File: config.mk
export PLATFORM = sky130hd
export DESIGN_NAME = cfg_gate_bank
export DESIGN_NICKNAME = d
export VERILOG_FILES = /design/src/rtl/cfg_gate_bank.sv
export SDC_FILE = /design/constraint.sdc
export NUM_CORES = 1
export LEC_CHECK = 0
export BUFFER_PORTS_ARGS = -buffer_cell sky130_fd_sc_hd__buf_2
export CORE_AREA = 2 2 97 99
export CTS_CLUSTER_DIAMETER = 200
export DETAILED_ROUTE_END_ITERATION = 10
export DIE_AREA = 0 0 99 101
export PLACE_DENSITY = 0.72
export SLEW_MARGIN = 20
export SYNTH_ARGS = -nofsm -noshare
export SYNTH_HDL_FRONTEND = slang
export SYNTH_SLANG_ARGS = --single-unit
File: constraint.sdc
create_clock -name clk -period 2.4 [get_ports clk]
set_clock_uncertainty 0.1 [all_clocks]
set_input_delay 0 -clock clk [delete_from_list [all_inputs] [get_ports clk]]
set_output_delay 0 -clock clk [all_outputs]
set_load 0.05 [all_outputs]
File: src/rtl/cfg_gate_bank.sv
module cfg_gate_bank #(
  parameter int ADDR_W = 12,
  parameter int DATA_W = 8,
  parameter int N_REGS = 7,
  parameter logic [ADDR_W-1:0] BANK_BASE = 12'hF8C,
  parameter logic [ADDR_W-1:0] KEY_ADDR  = 12'hF8F,
  parameter logic [ADDR_W-1:0] IDX_ADDR  = 12'hE0E,
  parameter logic [ADDR_W-1:0] DAT_ADDR  = 12'hE0F,
  parameter logic [DATA_W-1:0] KEY       = 8'hE2,
  parameter logic [DATA_W-1:0] MODE_KEY  = 8'hE4,
  parameter logic [DATA_W-1:0] MODE_OK   = 8'h80,
  parameter int ID_INDEX = 18,
  parameter logic [DATA_W-1:0] REV_ID    = 8'h3A
) (
  input  logic                     clk,
  input  logic                     rst_n,
  input  logic [ADDR_W-1:0]        addr,
  input  logic [DATA_W-1:0]        wdata,
  input  logic                     wr_stb,
  input  logic                     rd_stb,
  output logic [DATA_W-1:0]        rdata,
  output logic                     rdata_oe,
  output logic [N_REGS*DATA_W-1:0] cfg_regs
);
  localparam logic [ADDR_W-1:0] LAST = BANK_BASE + ADDR_W'(N_REGS);

  typedef enum logic [1:0] {ST_LOCKED, ST_OPEN, ST_ARMED, ST_INDIRECT} gate_t;

  gate_t state, nxt;
  logic [DATA_W-1:0] idx;
  logic [DATA_W-1:0] regs [N_REGS];

  logic [ADDR_W-1:0] offs;
  logic in_win, access, key_wr, idx_hit, indirect;

  assign offs     = addr - BANK_BASE;
  assign in_win   = (addr > BANK_BASE) && (addr <= LAST);
  assign access   = rd_stb | wr_stb;
  assign key_wr   = wr_stb && (addr == KEY_ADDR);
  assign indirect = (state == ST_INDIRECT);
  assign idx_hit  = (idx >= 1) && (idx <= DATA_W'(N_REGS));

  always_comb begin
    nxt = state;
    case (state)
      ST_LOCKED:
        if (key_wr && wdata == KEY)           nxt = ST_OPEN;
        else if (key_wr && wdata == MODE_KEY) nxt = ST_ARMED;
      ST_OPEN:
        if (access) nxt = ST_LOCKED;
      ST_ARMED:
        if (access) nxt = (key_wr && wdata == MODE_OK) ? ST_INDIRECT : ST_LOCKED;
      default: nxt = ST_INDIRECT;
    endcase
  end

  always_ff @(posedge clk) begin
    if (!rst_n) begin
      state <= ST_LOCKED;
      idx   <= '0;
    end else begin
      state <= nxt;
      if (indirect && wr_stb && addr == IDX_ADDR) idx <= wdata;
    end
  end

  for (genvar i = 0; i < N_REGS; i++) begin : g_reg
    logic dir_we, ind_we;
    assign dir_we = (state == ST_OPEN) && wr_stb && in_win && (offs == ADDR_W'(i + 1));
    assign ind_we = indirect && wr_stb && (addr == DAT_ADDR) && (idx == DATA_W'(i + 1));
    always_ff @(posedge clk) begin
      if (!rst_n)                regs[i] <= '0;
      else if (dir_we || ind_we) regs[i] <= wdata;
    end
    assign cfg_regs[i*DATA_W +: DATA_W] = regs[i];
  end

  always_comb begin
    rdata_oe = 1'b0;
    rdata    = '1;
    if (rd_stb && !indirect && in_win) begin
      rdata_oe = 1'b1;
      if (state == ST_OPEN)
        for (int i = 0; i < N_REGS; i++)
          if (offs == ADDR_W'(i + 1)) rdata = regs[i];
    end else if (rd_stb && indirect && addr == DAT_ADDR) begin
      rdata_oe = 1'b1;
      if (idx == DATA_W'(ID_INDEX)) rdata = REV_ID;
      else if (idx_hit)
        for (int i = 0; i < N_REGS; i++)
          if (idx == DATA_W'(i + 1)) rdata = regs[i];
    end
  end
endmodule


==> results.yml <==
power:
  combPwrFrac_pct: 12.5
  clkPwrFrac_pct: 40.6
  p_leak_nw: 2.10
  vdd_drop_max_mv: 0.404
  seq_power_share_pct: 46.8
  power.density_nw_per_um2: 530
  p_sw_w: 0.000731
  switching_share_pct: 26.2
  internal_power_w: 0.00206
global_route:
  grt_pass1_wl_mm: 20.7
  overflow: 0
  grt_pass1_vias: 3768
  grtUsageTotal_pct: 27.8
  antenna_found_initial: 0
  grt_start_max_net_pins: 35
final_layout:
  nFillCells: 786
  diodes: 0
  final_cells: 640
  drive_above_1_share_pct: 34.4
  final_cell_mix: "84 x buf_2, 56 x edfxtp_1, 53 x nor2_1"
  multiInputGateArea_um2: 2160
  stdcell_area_um2: 5260
  areaGrowthSynthToFinish_pct: 27.9
  fin_util_pct: 58.6
  final_nets: 548
  final-seq-area_um2: 1890
  final_common_cell: "buf_2"
sta:
  layout_setup_ws_ns: -0.0704
  worst_slew_pin_slew_ns: 0.589
  slew_headroom_pct: 60.7
  final-hold-violation-count: 0
  setup_viol: 1
  rsz0062_at_grt: "yes"
  clock.fmax_mhz: 405
  slew_violations: 0
  fin_crit_ns: 2.47
  fin_crit_sh_pct: 103
floorplanning:
  start_util_pct: 45.8
  die_width_um: 99
  num_rows: 35
  die_height_um: 101
  boundaryPins: 89
  core_um2: 8980
  dieArea_um2: 10000
clock_network:
  cts_root_buf: "clkbuf_8"
  numCtsBuffers: 9
  clk_latency_ns: 0.35
  clockBufferDepth: 2
  cts_tree: "done"
  cts-htree-levels: 3
  clk_pin_slew_ns: 0.07
  numClockSinks: 66
yosys:
  synth-seq-cells: 66
  synth_area_um2: 4110
  yosysUniqueCellTypes: 61
  ys_async_sr_fraction_pct: 0
  syn_inst: 409
  synthesis.nets: 433
  synth.avg_cell_area_um2: 10.0
  ys_warn_count: 0
  synth-seq-area-share_pct: 45.8
  synth_ff_type: "edfxtp_1"
  synth-edff-count: 56
setup_path:
  r2r-start: "idx[4]$_SDFFE_PN0P_"
  ff2ff_setup_slack_ns: 0.17
  crit_fanout: 4
  worstRegToRegCells: 6
  required_ns: 2.30
  r2r-end: "regs[3][2]$_SDFFCE_PN0P_"
  cp.arrival_ns: 2.37
  start_kind: "register"
  critPathKind: "register to output pin"
  setup.worst_path.end_class: "output pin"
status:
  violations: "negative setup slack"
  outcome: "finished with violations"
placement:
  dp_hpwl_mm: 10.3
  port_buffers: 88
  place.gp.congestion: 0.926
  dp_cells: 612
  post-place-ws_ns: 0.127
  postPlaceCellArea_um2: 4810
drt:
  wire_per_inst_um: 21.8
  avgViaCountPerCell: 6.25
  drt_first_pass_iters: 5
  dr.first_iter.drc_count: 258
  vias: 4000
  drc: 0
  ant_nets: 0
  routed_wirelength_mm: 13.9
min_path:
  min_to: "idx[5]$_SDFFE_PN0P_"
  hp-start: "wdata[5]"
  whs_path_depth: 3
  min_path_type: "primary input to register"
run:
  cap_violations: 0
==> layout make-up <==
cell class	count	share of cell area (%)
clock buffers	11	2.50
well taps	111	2.64
clock inverters	5	1.95
repair buffers	127	15.1
inverters	12	0.857
flip-flops and latches	66	35.9
multi-input cells	308	41.1
==> worst max-delay path: stages (launching register included) <==
cell      delay [ns]
dfxtp_2         0.33
or4_4           0.54
or2_4           0.28
o311a_1         0.29
a31oi_1         0.16
o211a_1         0.19
a211oi_2        0.06
buf_6           0.17
==> through the flow <==
step                      setup TNS, ns  hold slack (ns)  power [W]
after floorplan                       0           0.0608    0.00154
after global placement                0            0.292    0.00166
after detailed placement              0            0.315    0.00167
after CTS                       -0.0537          0.00306    0.00278
after global routing             -0.167           0.0100    0.00286
final                           -0.0704          0.00908    0.00279
==> how the worst max path moves through the flow <==
stage | startpoint | to | depth (start not counted)
after global placement | idx[4]$_SDFFE_PN0P_ | rdata[4] | 7
final | idx[4]$_SDFFE_PN0P_ | rdata[4] | 7
after detailed placement | idx[4]$_SDFFE_PN0P_ | regs[1][5]$_SDFFCE_PN0P_ | 5
after global routing | idx[4]$_SDFFE_PN0P_ | rdata[4] | 7
after CTS | idx[4]$_SDFFE_PN0P_ | rdata[4] | 7
after floorplan | state[1]$_SDFFE_PN0P_ | regs[2][0]$_SDFFCE_PN0P_ | 5
==> per-layer routing <==
metal  GRT usage [%]  routed length [um]
met5               0                   0
met4            13.1                 507
met3            3.81                1400
met2            44.6                6520
met1            37.6                5520
==> registers in the layout, indices dropped and copies added, names as in the netlist <==
name / cells
idx: 8
regs: 56
state: 2
==> cells in the mapped netlist (4+ instances only) <==
library cell / instances / area, um2
inv_1: 11 / 41.3
nand4_1: 4 / 25.0
nor2b_1: 10 / 62.6
buf_1: 4 / 15.0
a21oi_1: 12 / 60.1
o22ai_1: 10 / 62.6
nor3_1: 10 / 50.1
mux2i_1: 14 / 140
dfxtp_1: 10 / 200
o21ai_0: 21 / 105
and3_1: 27 / 169
nor4_1: 4 / 25.0
nand2_1: 36 / 135
edfxtp_1: 56 / 1680
clkbuf_1: 15 / 56.3
mux4_2: 9 / 203
mux2_2: 7 / 78.8
a211oi_1: 7 / 52.6
nor2_1: 53 / 199
o221ai_1: 6 / 52.6
nand3_1: 13 / 65.1
or4_1: 4 / 30.0
and2_1: 10 / 62.6
==> timing repair <==
item / in CTS / in global routing
hold buffers: 8 / 0
hold endpoints to repair: 13 / 0
resized for setup: 10 / 17
endpoints found under the setup margin: 8 / 42
buffers inserted: 3 / 1
pin swaps: 3 / 2
==> cell families after synthesis <==
family | Yosys count | share of synthesized area [%]
buffers and inverters | 35 | 3.47
XOR/XNOR | 1 | 0.213
multiplexers | 30 | 10.3
AO/OA/AOI/OAI | 83 | 14.7
AND/OR/NAND/NOR | 194 | 25.5
flip-flops | 66 | 45.8
==> power by group through the flow <==
stage          registers [W]  logic, W  clock network [W]
2_1_floorplan        0.00144  0.000101                  0
3_5_place_dp         0.00133  0.000336                  0
5_1_grt              0.00131  0.000366            0.00119
4_1_cts              0.00130  0.000347            0.00113
3_3_place_gp         0.00133  0.000332                  0
6_report             0.00131  0.000349            0.00113
No activity file was read; power rests on OpenSTA's default activity.
